## src/rtl/msq_pkg.sv

```systemverilog
package msq_pkg;

  // Bus phase of the sequencer
  typedef enum logic [2:0] {
    PH_IDLE  = 3'd0,
    PH_ADDR  = 3'd1,
    PH_DATA  = 3'd2,
    PH_LAST  = 3'd3,
    PH_DRAIN = 3'd4
  } msq_phase_e;

  // Registered pin drive bundle
  typedef struct packed {
    logic frame_n;
    logic irdy_n;
    logic done;
  } msq_drive_t;

  function automatic msq_drive_t msq_drive_of(input msq_phase_e ph, input logic ending);
    msq_drive_t d;
    d.frame_n = !(ph == PH_ADDR || ph == PH_DATA);
    d.irdy_n  = !(ph == PH_DATA || ph == PH_LAST || ph == PH_DRAIN);
    d.done    = ending;
    return d;
  endfunction

endpackage

```

## src/rtl/msq_claim_timer.sv

```systemverilog
module msq_claim_timer #(
  parameter int unsigned TIMEOUT_CLKS = 5
) (
  input  logic clk,
  input  logic rst,
  input  logic arm_i,
  input  logic devsel_n_i,
  output logic expire_o
);

  localparam int unsigned CNT_W = $clog2(TIMEOUT_CLKS + 1);
  localparam logic [CNT_W-1:0] FINAL_SLOT = CNT_W'(TIMEOUT_CLKS - 1);

  logic             armed_q;
  logic [CNT_W-1:0] seen_q;

  // Expiry: still unclaimed in the final window slot
  assign expire_o = armed_q & devsel_n_i & (seen_q == FINAL_SLOT);

  always_ff @(posedge clk) begin
    if (rst) begin
      armed_q <= 1'b0;
      seen_q  <= '0;
    end else if (arm_i) begin
      armed_q <= 1'b1;
      seen_q  <= '0;
    end else if (armed_q) begin
      if (!devsel_n_i || expire_o) begin
        armed_q <= 1'b0;
      end else begin
        seen_q <= seen_q + CNT_W'(1);
      end
    end
  end

endmodule

```

## src/rtl/msq_phase_fsm.sv

```systemverilog
module msq_phase_fsm
  import msq_pkg::*;
(
  input  logic clk,
  input  logic rst,
  input  logic start_i,
  input  logic last_i,
  input  logic devsel_n_i,
  input  logic trdy_n_i,
  input  logic stop_n_i,
  input  logic expire_i,
  output logic accept_o,
  output logic frame_n_o,
  output logic irdy_n_o,
  output logic done_o
);

  msq_phase_e phase_q, phase_d;
  msq_drive_t drive_q, drive_d;
  logic       claimed_now;
  logic       disconnect;
  logic       xfer_end;

  assign claimed_now = !devsel_n_i;
  assign disconnect  = claimed_now & !stop_n_i;
  assign xfer_end    = claimed_now & (!trdy_n_i | !stop_n_i);
  assign accept_o    = (phase_q == PH_IDLE) & start_i;

  always_comb begin
    phase_d = phase_q;
    unique case (phase_q)
      PH_IDLE:  if (start_i) phase_d = PH_ADDR;
      PH_ADDR:  phase_d = PH_DATA;
      PH_DATA: begin
        if (expire_i)                 phase_d = PH_DRAIN;
        else if (last_i || disconnect) phase_d = PH_LAST;
      end
      PH_LAST:  if (expire_i || xfer_end) phase_d = PH_IDLE;
      PH_DRAIN: phase_d = PH_IDLE;
      default:  phase_d = PH_IDLE;
    endcase
    drive_d = msq_drive_of(phase_d, (phase_d == PH_IDLE) && (phase_q != PH_IDLE));
  end

  always_ff @(posedge clk) begin
    if (rst) begin
      phase_q <= PH_IDLE;
      drive_q <= '{frame_n: 1'b1, irdy_n: 1'b1, done: 1'b0};
    end else begin
      phase_q <= phase_d;
      drive_q <= drive_d;
    end
  end

  assign frame_n_o = drive_q.frame_n;
  assign irdy_n_o  = drive_q.irdy_n;
  assign done_o    = drive_q.done;

endmodule

```

## src/rtl/msq_status_reg.sv

```systemverilog
module msq_status_reg (
  input  logic clk,
  input  logic rst,
  input  logic set_i,
  input  logic clr_i,
  output logic flag_o
);

  logic flag_q;

  always_ff @(posedge clk) begin
    if (rst)        flag_q <= 1'b0;
    else if (set_i) flag_q <= 1'b1;
    else if (clr_i) flag_q <= 1'b0;
  end

  assign flag_o = flag_q;

endmodule

```

## src/rtl/pci_mabort_seq.sv

```systemverilog
module pci_mabort_seq #(
  parameter int unsigned TIMEOUT_CLKS = 5
) (
  input  logic clk,
  input  logic rst,
  input  logic start_i,
  input  logic last_i,
  input  logic devsel_n_i,
  input  logic trdy_n_i,
  input  logic stop_n_i,
  input  logic abort_clr_i,
  output logic frame_n_o,
  output logic irdy_n_o,
  output logic abort_o,
  output logic done_o
);

  if (TIMEOUT_CLKS < 2) begin : g_bad_window
    $error("TIMEOUT_CLKS must be at least 2");
  end

  logic accept;
  logic expire;

  msq_claim_timer #(.TIMEOUT_CLKS(TIMEOUT_CLKS)) timer_i (
    .clk        (clk),
    .rst        (rst),
    .arm_i      (accept),
    .devsel_n_i (devsel_n_i),
    .expire_o   (expire)
  );

  msq_phase_fsm fsm_i (
    .clk        (clk),
    .rst        (rst),
    .start_i    (start_i),
    .last_i     (last_i),
    .devsel_n_i (devsel_n_i),
    .trdy_n_i   (trdy_n_i),
    .stop_n_i   (stop_n_i),
    .expire_i   (expire),
    .accept_o   (accept),
    .frame_n_o  (frame_n_o),
    .irdy_n_o   (irdy_n_o),
    .done_o     (done_o)
  );

  msq_status_reg status_i (
    .clk    (clk),
    .rst    (rst),
    .set_i  (expire),
    .clr_i  (abort_clr_i),
    .flag_o (abort_o)
  );

endmodule

```

## config.mk

```make
export PLATFORM = sky130hd
export DESIGN_NAME = pci_mabort_seq
export DESIGN_NICKNAME = d
export VERILOG_FILES = /design/src/rtl/msq_pkg.sv /design/src/rtl/msq_claim_timer.sv /design/src/rtl/msq_phase_fsm.sv /design/src/rtl/msq_status_reg.sv /design/src/rtl/pci_mabort_seq.sv
export SDC_FILE = /design/constraint.sdc
export NUM_CORES = 1
export LEC_CHECK = 0
export CAP_MARGIN = 10
export CORE_AREA = 4 4 41 43
export DETAILED_ROUTE_END_ITERATION = 7
export DIE_AREA = 0 0 45 47
export PLACE_DENSITY = 0.72
export SYNTH_ARGS = -nofsm -noshare
export SYNTH_HDL_FRONTEND = slang
export SYNTH_SLANG_ARGS = --single-unit
```

## constraint.sdc

```tcl
create_clock -name clk -period 3.7 [get_ports clk]
set_input_delay 0.74 -clock clk [delete_from_list [all_inputs] [get_ports clk]]
set_output_delay 0.74 -clock clk [all_outputs]
set_load 0.02 [all_outputs]
```

Word-level counts from Yosys, hierarchy flattened
Cells that the tools add are included.
Widths: inputs -> output; s select.
- $add $sub $neg: 1
- equal/unequal tests: 8
- multiplexer cells: 10
- bitwise gates (word level): 7
- reduce and logical (&&, ||, !) cells: 18
- operator list (cell ; number):
    $eq 3x2->1 const B ; 4
    $mux 3 ; 4
    $pmux 3 s4 ; 1
    $eq 3x1->1 const B ; 2
    $eq 3x3->1 const B ; 2
    $logic_not 3->1 ; 2
    $logic_or 1x1->1 ; 6
    $and 1x1->1 ; 5
    $logic_not 1->1 ; 5
    $mux 1 ; 5
    $add 3x1->3 const B ; 1
    $reduce_bool 3->1 ; 1
    $reduce_and 2->1 ; 1
    $reduce_bool 2->1 ; 1
    $reduce_or 2->1 ; 1
    $logic_and 1x1->1 ; 1
    $not 1->1 ; 1
    $or 1x1->1 ; 1
- register bits after elaboration: 11
- input port bits: 8
- output and inout port bits: 4

Depth between registers and ports, before layout
Gate-level depths: netlist of the first run.
- depth in word-level cells: 10
- gate-level depth with buffers: 6
- mapped depth without buffers: 6

Cells and area by module
Synthesis of the first run repeated with hierarchy kept, for this count alone.
- cell total of the unflattened synthesis: 54
- area, all modules: 503.0 um^2
- by module, submodules not included (module ; times used ; cells each ; area each (um^2) ; sequential area each (um^2)):
    msq_phase_fsm ; 1 ; 27 ; 256.5 ; 120.1
    msq_claim_timer ; 1 ; 23 ; 207.7 ; 80.1
    msq_status_reg ; 1 ; 4 ; 38.8 ; 20.0

Worst setup path after synthesis of the first run
Ideal clock, no wire load.
- kind: input to register
- start point: input port devsel_n_i
- end point: register fsm_i.drive_q, in the netlist fsm_i.done_o
- setup time: 66 ps
- arrival time: 1356 ps
- required time: 3634 ps
- path slack: 2278 ps
- stages: 4
- path buffers: 0
- path through: and4_4 > o21ai_2 > or2_4 > a21oi_2
- longest elaborated chain between the ends: 8
- elaborated cells between the ends (all ways): 13
- classes of those cells: mux (4); bitwise (4); reduce/logical (5)
- RTL lines (item ; RTL line ; text):
    start, declared ; pci_mabort_seq.sv:8 ; input logic devsel_n_i,
    $logic_not 1->1 ; msq_phase_fsm.sv:24 ; assign claimed_now = !devsel_n_i;
    $and 1x1->1 ; msq_phase_fsm.sv:25 ; assign disconnect = claimed_now & !stop_n_i;
    $logic_or 1x1->1 ; msq_phase_fsm.sv:36 ; else if (last_i || disconnect) phase_d = PH_LAST;
    $mux 3 ; msq_phase_fsm.sv:36 ;
    $mux 3 ; msq_phase_fsm.sv:35 ; if (expire_i) phase_d = PH_DRAIN;
    $pmux 3 s4 * ; msq_phase_fsm.sv:31 ; unique case (phase_q)
    $logic_not 3->1 * ; msq_phase_fsm.sv:42 ; drive_d = msq_drive_of(phase_d, (phase_d == PH_IDLE) && (phase_q != PH_IDLE));
    $logic_and 1x1->1 * ; msq_phase_fsm.sv:42 ;
    end signal, assigned ; msq_phase_fsm.sv:48 ; drive_q <= '{frame_n: 1'b1, irdy_n: 1'b1, done: 1'b0};
    end signal, assigned ; msq_phase_fsm.sv:51 ; drive_q <= drive_d;
    end, declared ; msq_phase_fsm.sv:19 ; msq_drive_t drive_q, drive_d;
Every way passes the cells marked *; elsewhere a longest branch is shown, timed or not.
A chain may end at the register's enable or synchronous reset.

Final worst setup path of the first run
- start point: register status_i.flag_q, in the netlist status_i.flag_o
- end point: output port abort_o
- RTL lines (item ; RTL line ; text):
    start, declared ; msq_status_reg.sv:9 ; logic flag_q;
    start signal, assigned ; msq_status_reg.sv:12 ; if (rst) flag_q <= 1'b0;
    start signal, assigned ; msq_status_reg.sv:13 ; else if (set_i) flag_q <= 1'b1;
    start signal, assigned ; msq_status_reg.sv:14 ; else if (clr_i) flag_q <= 1'b0;
    end, declared ; pci_mabort_seq.sv:14 ; output logic abort_o,
No word-level cell between the ends.

==> metrics.log, run 1 <==
[metrics] result of the run: complete, no violations
[metrics] net count of the mapped netlist: 63
[metrics] Final Skew: 4.10 ps
[metrics] clock latency of the later-clocked register in the worst-skew pair: 270 ps
[metrics] delay contributed by the slowest stage of the critical path: 610 ps
[metrics] CTS tree: done
[metrics] detailed-placement wirelength estimate: 755 µm
[metrics] synthesized-area fraction occupied by ao, oa, aoi and oai cells: 12.2%
[metrics] largest buffer count on any clock path: 2
[metrics] pwr/cell area: 392 nW/µm²
[metrics] number of global-route vias before repair: 425
[metrics] worst path buffer plus inverter count: 1
[metrics] WL final: 981 µm
[metrics] largest net degree at the start of global routing: 8
[metrics] pre-CTS setup slack: 1650 ps
[metrics] top cell family by delay on the critical path: buffers and inverters
[metrics] Iteration-0 DRC Markers: 17
[metrics] Initial Util: 37.7%
[metrics] Post-CTS Hold Fix Bufs: 0
[metrics] Area growth, synth to finish: 31.6%
[metrics] number of buffers created by CTS: 3
[metrics] Hold Path Depth: 2
[metrics] unique cell type count in the Yosys netlist: 26
[metrics] element type at the critical path end: primary output
[metrics] main combinational cell family by area after synthesis: simple AND/OR/NAND/NOR gates
[metrics] Total Die Area: 2120 µm²
[metrics] Setup violations, final: 0
[metrics] total grt overflow: 0
[metrics] final hold viol count: 0
[metrics] overall track demand over capacity in global routing: 11.6%
[metrics] synthesized-area fraction occupied by adder cells: 5.10%
[metrics] Crit. path cell count: 1
[metrics] remaining antenna violation count after routing: 0
[metrics] core outline area: 1300 µm²
[metrics] portion of the post-synthesis area used by sequential elements: 44.9%
[metrics] Yosys warnings: 0
[metrics] post-synthesis mux area share: 4.08%
[metrics] Post-Route Setup TNS: 0 ps
[metrics] iteration count of the initial detailed-routing pass: 4
[metrics] htree depth: 1
[metrics] HP Class: reg -> reg
[metrics] IO buf count: 11
[metrics] total leakage power: 0.234 nW
[metrics] via density per instance: 5.22
[metrics] worst path required time: 2960 ps
[metrics] RePlAce Congestion: 0.729
[metrics] Slew @ Worst Pin: 267 ps
[metrics] width of the die: 45 µm
[metrics] count of nets after finishing: 79
[metrics] WP data arrival: 1220 ps
[metrics] Highest Clock Rate: 0.509 GHz
[metrics] Inserted Diodes: 0
[metrics] Worst path slowest cell: sky130_fd_sc_hd__clkdlybuf4s50_1
[metrics] number of synthesized register bits: 11
[metrics] final critical path time including I/O delays and setup: 1960 ps
[metrics] Reg2Reg Capture Point: fsm_i.phase_q[1]
[metrics] CTS resizes: 0
[metrics] proportion of layout cells with a drive suffix above 1: 11.8%
[metrics] Worst Reg2Reg Path Length in Cells: 6
[metrics] DRC: 0
[metrics] Fillers: 133
[metrics] Max Slew Vio Count: 0
[metrics] wire length of the first global-routing pass: 1.70 mm
[metrics] start point of the worst hold path: status_i.flag_o
[metrics] initial antenna violation count: 0
[metrics] clock transition at the registers of the reported paths: 70 ps
[metrics] number of max-capacitance violations reported: 0
[metrics] slack of the critical path: 1740 ps
[metrics] Slew headroom: 82.2%
[metrics] Rows: 13
[metrics] master cell of the clock root buffer: sky130_fd_sc_hd__clkbuf_4
[metrics] Crit Path Max Fanout: 2
[metrics] DR vias: 433
[metrics] setup bufs post-CTS: 0
[metrics] post-synthesis instance total: 53
[metrics] type of the setup path with the least slack: reg -> out
[metrics] worst r2r src: timer_i.seen_q[0]
[metrics] vertical die dimension: 47 µm
[metrics] post-synthesis share of cell area spent on and, or, nand and nor gates: 27.0%
[metrics] TritonCTS sink count: 11
[metrics] largest vdd supply drop: 144 µV
[metrics] unrepaired setup endpoints after global routing: no
[metrics] final clock period utilization by the worst path: 53.1%
[metrics] xor/xnor cell area share of the yosys netlist: 3.57%
[metrics] num ports: 12
[metrics] startpoint type of the worst setup path: register
[metrics] average size of a mapped cell: 9.25 µm²
[metrics] end point of the worst hold path: status_i.flag_o
[metrics] crit path cell chain: clkdlybuf4s50_1
[metrics] routed wirelength normalized by instance count: 11.8 µm
[metrics] reg-to-reg setup timing slack: 2260 ps
[metrics] post-synthesis instance area: 490 µm²
==> cell usage after synthesis <==
cell	instances	area (µm²)
sky130_fd_sc_hd__a21oi_1	3	15.0
sky130_fd_sc_hd__a21oi_2	1	8.76
sky130_fd_sc_hd__a31oi_1	1	6.26
sky130_fd_sc_hd__and3_1	1	6.26
sky130_fd_sc_hd__and4_4	1	11.3
sky130_fd_sc_hd__dfxtp_1	11	220
sky130_fd_sc_hd__ha_1	2	25.0
sky130_fd_sc_hd__inv_1	4	15.0
sky130_fd_sc_hd__mux2i_1	2	20.0
sky130_fd_sc_hd__nand2_1	1	3.75
sky130_fd_sc_hd__nand2b_1	1	6.26
sky130_fd_sc_hd__nand3_1	1	5.00
sky130_fd_sc_hd__nand4_1	2	12.5
sky130_fd_sc_hd__nor2_1	9	33.8
sky130_fd_sc_hd__nor3_1	1	5.00
sky130_fd_sc_hd__nor3b_2	1	12.5
sky130_fd_sc_hd__nor4b_1	1	8.76
sky130_fd_sc_hd__o2111ai_1	1	8.76
sky130_fd_sc_hd__o211ai_1	1	7.51
sky130_fd_sc_hd__o21ai_0	1	5.00
sky130_fd_sc_hd__o21ai_2	1	8.76
sky130_fd_sc_hd__or2_1	2	12.5
sky130_fd_sc_hd__or2_4	1	8.76
sky130_fd_sc_hd__or3_1	1	6.26
sky130_fd_sc_hd__xnor2_1	1	8.76
sky130_fd_sc_hd__xor2_1	1	8.76
==> cell usage in the layout, fill, tap and decap left out, drive strengths merged, types with 2 or more instances in the layout <==
| cell | n |
|---|---|
| inv | 4 |
| o21ai | 2 |
| dfxtp | 11 |
| ha | 2 |
| clkbuf | 4 |
| a21oi | 4 |
| nand4 | 2 |
| or2 | 3 |
| clkdlybuf4s50 | 11 |
| nor2 | 9 |
| mux2i | 2 |
==> report_power, final <==
| group | internal, W | switching, W | total, W |
|---|---|---|---|
| sequential | 0.000125 | 0.00000529 | 0.000130 |
| combinational | 0.0000212 | 0.0000187 | 0.0000399 |
| clock | 0.0000418 | 0.0000412 | 0.0000830 |
==> flip-flops by register name (all words and copies together) (netlist names) <==
signal,count
fsm_i.done_o,1
fsm_i.frame_n_o,1
fsm_i.irdy_n_o,1
fsm_i.phase_q,3
status_i.flag_o,1
timer_i.armed_q,1
timer_i.seen_q,3
==> per-layer routing <==
| metal | GRT usage (%) | part of all wire (%) | routed length, µm | vias to the layer above |
|---|---|---|---|---|
| met5 | 0 | 0 | 0 | - |
| met2 | 20.1 | 51 | 499 | 12 |
| met1 | 11.5 | 40 | 393 | 202 |
| met4 | 5.26 | 0.82 | 8 | 0 |
| li1 | - | - | - | 217 |
| met3 | 6.13 | 8.2 | 80 | 2 |
==> worst max-delay path by stage <==
stage	start	endpoint	slack (ps)
final	status_i.flag_o	abort_o	1740
after global routing	status_i.flag_o	abort_o	1690
after CTS	status_i.flag_o	abort_o	1720
after detailed placement	devsel_n_i	fsm_i.done_o	1650
after global placement	devsel_n_i	fsm_i.done_o	1670
after floorplan	devsel_n_i	fsm_i.done_o	2280
==> kinds of logic (layout without fill, tap and decap cells) <==
kind of cell / Yosys count / after routing
AO/OA/AOI/OAI: 9 / 9
XOR/XNOR: 2 / 2
adder cells (fa/ha/maj): 2 / 2
buffers and inverters: 4 / 19
flip-flops: 11 / 11
multiplexers: 2 / 2
AND/OR/NAND/NOR: 23 / 23
==> area by class of cell <==
cell class / count / area, µm² / share of cell area (%)
clock buffer: 4 / 26.3 / 4.07
inverter: 4 / 15.0 / 2.33
multi-input combinational: 38 / 255 / 39.5
sequential: 11 / 220 / 34.1
tap: 15 / 18.8 / 2.91
timing repair buffer: 11 / 110 / 17.1
==> metrics by stage <==
stage          std cells  power [W]  utilization [%]  instance area (µm²)  hold WS (ps)
2_1_floorplan         53   0.000154                -                  490           476
4_1_cts               83   0.000256             49.6                  646           506
3_5_place_dp          79   0.000173             47.6                  619           496
5_1_grt               83   0.000265             49.6                  646           536
3_3_place_gp          79   0.000172             47.6                  619           467
6_report              83   0.000253             49.6                  646           500
Note: power is estimated with default switching activity, not from simulation.
==> inputs of run 2 (changes only) <==
PLACE_DENSITY = 0.75   (was 0.72)
clock period = 1.8 ns   (was 3.7 ns; I/O delays follow)
==> metrics.log, run 2 (synthesized netlist as in run 1, its figures left out) <==
[metrics] DRT met1 WL: 392 µm (-0.25%)
[metrics] share of power burned in the clock network: 32.6% (-0.2 points)
[metrics] core outline area: 1300 µm² (unchanged)
[metrics] final hold viol count: 0 (unchanged)
[metrics] IO buf count: 11 (unchanged)
[metrics] startpoint type of the worst setup path: register
[metrics] sequential fraction of design power: 51.3% (about the same)
[metrics] Setup violations, final: 0 (unchanged)
[metrics] Crit Path Max Fanout: 2 (unchanged)
[metrics] Iteration-0 DRC Markers: 6 (-11)
[metrics] DRC: 0 (unchanged)
[metrics] overall track demand over capacity in global routing: 11.4% (-0.23 points)
[metrics] WL final: 966 µm (-1.5%)
[metrics] clock transition at the registers of the reported paths: 70 ps (about the same)
[metrics] initial antenna violation count: 0 (unchanged)
[metrics] post-place instance area: 627 µm² (+1.2%)
[metrics] Slew headroom: 83.2% (+1.0 points)
[metrics] element type at the critical path end: primary output
[metrics] width of the die: 45 µm (unchanged)
[metrics] result of the run: complete, no violations
[metrics] num ports: 12 (unchanged)
[metrics] delay contributed by the slowest stage of the critical path: 600 ps (about the same)
[metrics] Cell Int Power: 0.000387 W (+110%)
[metrics] clock latency of the later-clocked register in the worst-skew pair: 270 ps (about the same)
[metrics] P_sw: 0.000132 W (+100%)
[metrics] CTS tree: done
[metrics] Post-CTS Hold Fix Bufs: 0 (unchanged)
[metrics] RePlAce Congestion: 0.745 (+2.2%)
[metrics] proportion of layout cells with a drive suffix above 1: 13.0% (+1.3 points)
[metrics] final clock period utilization by the worst path: 86.4%
[metrics] TritonCTS sink count: 11 (unchanged)
[metrics] share of total power consumed by net switching: 25.5% (-0.30 points)
[metrics] routed wirelength normalized by instance count: 11.5 µm (-2.7%)
[metrics] number of max-capacitance violations reported: 0 (unchanged)
[metrics] sum of met3 wire segment lengths after detailed routing: 83 µm (+3.8%)
[metrics] pwr/cell area: 795 nW/µm² (+100%)
[metrics] highest routed layer: met4
[metrics] setup bufs post-CTS: 0 (unchanged)
[metrics] Rows: 13 (unchanged)
[metrics] Final Skew: 0.582 ps (-3.51 ps)
[metrics] DR vias: 426 (-1.6%)
[metrics] total leakage power: 0.239 nW (+2.1%)
[metrics] Worst path slowest cell: sky130_fd_sc_hd__clkdlybuf4s50_1
[metrics] via density per instance: 5.07 (-2.8%)
[metrics] WP data arrival: 1200 ps (-20 ps)
[metrics] final total power: 0.000519 W (+110%)
[metrics] pre-CTS setup slack: 121 ps (-1530 ps)
[metrics] number of buffers created by CTS: 3 (unchanged)
[metrics] unrepaired setup endpoints after global routing: no
[metrics] Max Slew Vio Count: 0 (unchanged)
[metrics] commonest non-fill, non-tap cells in the layout: sky130_fd_sc_hd__dfxtp_1 (11), sky130_fd_sc_hd__clkdlybuf4s50_1 (11), sky130_fd_sc_hd__nor2_1 (9)
[metrics] Highest Clock Rate: 0.643 GHz
[metrics] crit path cell chain: clkdlybuf4s50_1
[metrics] htree depth: 1 (unchanged)
[metrics] Initial Util: 37.7% (unchanged)
[metrics] CTS resizes: 0 (unchanged)
[metrics] Area growth, synth to finish: 33.2%
[metrics] Slew @ Worst Pin: 252 ps (-14.3 ps)
[metrics] count of nets after finishing: 80 (+1.3%)
[metrics] Hold Path Depth: 2 (unchanged)
[metrics] HP Class: reg -> reg
[metrics] final critical path time including I/O delays and setup: 1560 ps
[metrics] remaining antenna violation count after routing: 0 (unchanged)
[metrics] combinational group share of total power: 16.1% (+0.3 points)
[metrics] vertical die dimension: 47 µm (unchanged)
[metrics] iteration count of the initial detailed-routing pass: 4 (unchanged)
[metrics] wire length of the first global-routing pass: 1.65 mm (-3.2%)
[metrics] Total Die Area: 2120 µm² (unchanged)
[metrics] worst path required time: 1440 ps (-1520 ps)
[metrics] Crit. path cell count: 1 (unchanged)
[metrics] total grt overflow: 0 (unchanged)
[metrics] largest registers: fsm_i.phase_q x3, timer_i.seen_q x3
[metrics] Inserted Diodes: 0 (unchanged)
[metrics] largest net degree at the start of global routing: 8 (unchanged)
[metrics] Non-Filler Cell Area, Final: 653 µm² (+1.2%)
[metrics] top cell family by delay on the critical path: buffers and inverters
[metrics] slack of the critical path: 245 ps (-1490 ps)
[metrics] master cell of the clock root buffer: sky130_fd_sc_hd__clkbuf_4
[metrics] largest buffer count on any clock path: 2 (unchanged)
[metrics] number of global-route vias before repair: 386 (-9.2%)
[metrics] Post-Route Setup TNS: 0 ps (unchanged)
[metrics] type of the setup path with the least slack: reg -> out
[metrics] detailed-placement wirelength estimate: 734 µm (-2.8%)
[metrics] Worst Reg2Reg Path Length in Cells: 6 (unchanged)
[metrics] detailed-routed wire length on met2: 472 µm (-5.4%)
[metrics] largest vdd supply drop: 365 µV (+150%)
[metrics] worst path buffer plus inverter count: 1 (unchanged)
run 2: changes by cell type in the layout (fill, tap and decap cells not counted):
cell,previous run,this run
sky130_fd_sc_hd__buf_4,0,1
run 2: power groups by stage:
stage / clock [W] / sequential (W) / combinational (W)
floorplan: 0 / 0.000277 / 0.0000400
global placement: 0 / 0.000272 / 0.0000830
detailed placement: 0 / 0.000272 / 0.0000838
CTS: 0.000180 / 0.000267 / 0.0000841
global route: 0.000188 / 0.000268 / 0.0000945
finish: 0.000169 / 0.000267 / 0.0000834
run 2: area by class of cell:
cell class	count	area [µm²]
tap	15	18.8
clock buffer	4	26.3
inverter	4	15.0
sequential	11	220
fill	126	648
timing repair buffer	12	118
multi-input combinational	38	255
run 2: metal layers:
layer	up-vias	global-route usage (%)
met3	4	6.51
li1	221	-
met4	0	5.26
met5	-	0
met1	188	11.3
met2	13	19.2
run 2: stage by stage:
| step | hold WS (ps) | utilization (%) | cells |
|---|---|---|---|
| floorplan | 422 | - | 53 |
| global placement | 463 | 48.2 | 80 |
| detailed placement | 470 | 48.2 | 80 |
| CTS | 481 | 50.2 | 84 |
| global route | 531 | 50.2 | 84 |
| finish | 470 | 50.2 | 84 |
run 2: final timing paths:
path                     start  slack [ps]               end
max reg2reg  timer_i.seen_q[0]         390  fsm_i.phase_q[1]
min            status_i.flag_o         470   status_i.flag_o
max            status_i.flag_o         240           abort_o
min reg2reg    status_i.flag_o         470   status_i.flag_o
==> inputs of run 3 (changes only) <==
SETUP_SLACK_MARGIN = 0.4   (was unset)
==> metrics.log, run 3 (synthesized netlist as in run 1, its figures left out) <==
[metrics] result of the run: complete, no violations
[metrics] number of global-route vias before repair: 393 (+1.8%)
[metrics] master cell of the clock root buffer: sky130_fd_sc_hd__clkbuf_4
[metrics] Slew @ Worst Pin: 278 ps (+25.3 ps)
[metrics] count of nets after finishing: 80 (unchanged)
[metrics] routed wirelength normalized by instance count: 11.6 µm (+1.1%)
[metrics] Inserted Diodes: 0 (unchanged)
[metrics] startpoint type of the worst setup path: register
[metrics] number of buffers created by CTS: 3 (unchanged)
[metrics] type of the setup path with the least slack: reg -> reg
[metrics] Final Skew: 1.69 ps (+1.11 ps)
[metrics] clock transition at the registers of the reported paths: 70 ps (about the same)
[metrics] Highest Clock Rate: 0.752 GHz (+17%)
[metrics] pwr/cell area: 786 nW/µm² (-1.1%)
[metrics] DR vias: 419 (-1.6%)
[metrics] proportion of layout cells with a drive suffix above 1: 17.4% (+4.3 points)
[metrics] Post-CTS Hold Fix Bufs: 0 (unchanged)
[metrics] final clock period utilization by the worst path: 73.9% (-13 points)
[metrics] total leakage power: 0.258 nW (+7.8%)
[metrics] width of the die: 45 µm (unchanged)
[metrics] CTS tree: done
[metrics] Setup violations, final: 0 (unchanged)
[metrics] final hold viol count: 0 (unchanged)
[metrics] largest registers: fsm_i.phase_q x3, timer_i.seen_q x3
[metrics] CTS resizes: 5 (+5)
[metrics] commonest non-fill, non-tap cells in the layout: sky130_fd_sc_hd__dfxtp_1 (10), sky130_fd_sc_hd__nor2_1 (9), sky130_fd_sc_hd__clkdlybuf4s50_1 (6)
[metrics] clock latency of the later-clocked register in the worst-skew pair: 270 ps (about the same)
[metrics] via density per instance: 4.99 (-1.6%)
[metrics] largest net degree at the start of global routing: 8 (unchanged)
[metrics] number of max-capacitance violations reported: 0 (unchanged)
[metrics] IO buf count: 11 (unchanged)
[metrics] setup bufs post-CTS: 0 (unchanged)
[metrics] Initial Util: 37.7% (unchanged)
[metrics] vertical die dimension: 47 µm (unchanged)
[metrics] Rows: 13 (unchanged)
[metrics] worst path required time: 2010 ps (+570 ps)
[metrics] commonest non-fill, non-tap cell in the layout: sky130_fd_sc_hd__dfxtp_1
[metrics] Crit Path Max Fanout: 3 (+1)
[metrics] largest vdd supply drop: 385 µV (+5.4%)
[metrics] element type at the critical path end: register
[metrics] Max Slew Vio Count: 0 (unchanged)
[metrics] HP Class: reg -> reg
[metrics] Post-Layout Cell Count: 84 (unchanged)
[metrics] Post-Route Setup TNS: 0 ps (unchanged)
[metrics] largest buffer count on any clock path: 2 (unchanged)
[metrics] core outline area: 1300 µm² (unchanged)
[metrics] wire length of the first global-routing pass: 1.68 mm (+1.6%)
[metrics] final critical path time including I/O delays and setup: 1330 ps (-226 ps)
[metrics] TritonCTS sink count: 11 (unchanged)
[metrics] WP data arrival: 1540 ps (+340 ps)
[metrics] detailed-placement wirelength estimate: 734 µm (unchanged)
[metrics] WL final: 977 µm (+1.1%)
[metrics] Slew headroom: 81.5% (-1.7 points)
[metrics] remaining antenna violation count after routing: 0 (unchanged)
[metrics] total placed cells including tap cells: 80 (unchanged)
[metrics] overall track demand over capacity in global routing: 11.5% (+0.16 points)
[metrics] total grt overflow: 0 (unchanged)
[metrics] DRC: 0 (unchanged)
[metrics] core utilization of the finished layout: 50.5% (+0.29 points)
[metrics] num ports: 12 (unchanged)
[metrics] initial antenna violation count: 0 (unchanged)
[metrics] htree depth: 1 (unchanged)
[metrics] unrepaired setup endpoints after global routing: yes
[metrics] RePlAce Congestion: 0.745 (unchanged)
[metrics] Iteration-0 DRC Markers: 3 (-3)
[metrics] Total Die Area: 2120 µm² (unchanged)
[metrics] iteration count of the initial detailed-routing pass: 2 (-2)
[metrics] Area growth, synth to finish: 33.9%
-- run 3: path summary, 6_finish.rpt --
check / slack [ps] / cells past startpoint / start / to
max reg2reg: 470 / 6 / timer_i.seen_q[0] / fsm_i.done_o
max: 470 / 6 / timer_i.seen_q[0] / fsm_i.done_o
min reg2reg: 470 / 2 / status_i.flag_o / status_i.flag_o
min: 470 / 2 / status_i.flag_o / status_i.flag_o
-- run 3: layer usage --
| layer | track usage, % | wire (µm) | vias up |
|---|---|---|---|
| met4 | 5.26 | 18 | 0 |
| met3 | 6.51 | 84 | 5 |
| met2 | 19.8 | 487 | 10 |
| met5 | 0 | 0 | - |
| li1 | - | - | 218 |
| met1 | 11.3 | 386 | 186 |
-- run 3: stage by stage --
stage          cell area [µm²]  total power (W)  setup slack [ps]  hold WS, ps
4_1_cts                    652         0.000528               401          478
3_3_place_gp               627         0.000355               156          463
3_5_place_dp               627         0.000356               121          470
6_report                   657         0.000516               470          467
5_1_grt                    657         0.000549               374          521
2_1_floorplan              490         0.000317               553          422
-- run 3: critical path, cell delays in order, from the launching register on --
cell,delay (ps)
sky130_fd_sc_hd__dfxtp_2,340
sky130_fd_sc_hd__inv_1,50
sky130_fd_sc_hd__ha_1,190
sky130_fd_sc_hd__and4_4,260
sky130_fd_sc_hd__o21ai_2,70
sky130_fd_sc_hd__or2_4,240
sky130_fd_sc_hd__a21oi_2,120
-- run 3: cell type report --
| class | instances | area [µm²] |
|---|---|---|
| well taps | 15 | 18.8 |
| multi-input cells | 38 | 260 |
| inverters | 4 | 15.0 |
| clock buffers | 4 | 26.3 |
| fillers | 133 | 644 |
| repair buffers | 12 | 115 |
| flip-flops and latches | 11 | 221 |
-- run 3: power breakdown --
part,leakage (nW),switching (W),total [W],internal (W)
sequential,0.0904,0.0000106,0.000267,0.000256
clock,0.0150,0.0000833,0.000169,0.0000860
combinational,0.152,0.0000386,0.0000802,0.0000416
total,0.258,0.000132,0.000516,0.000384
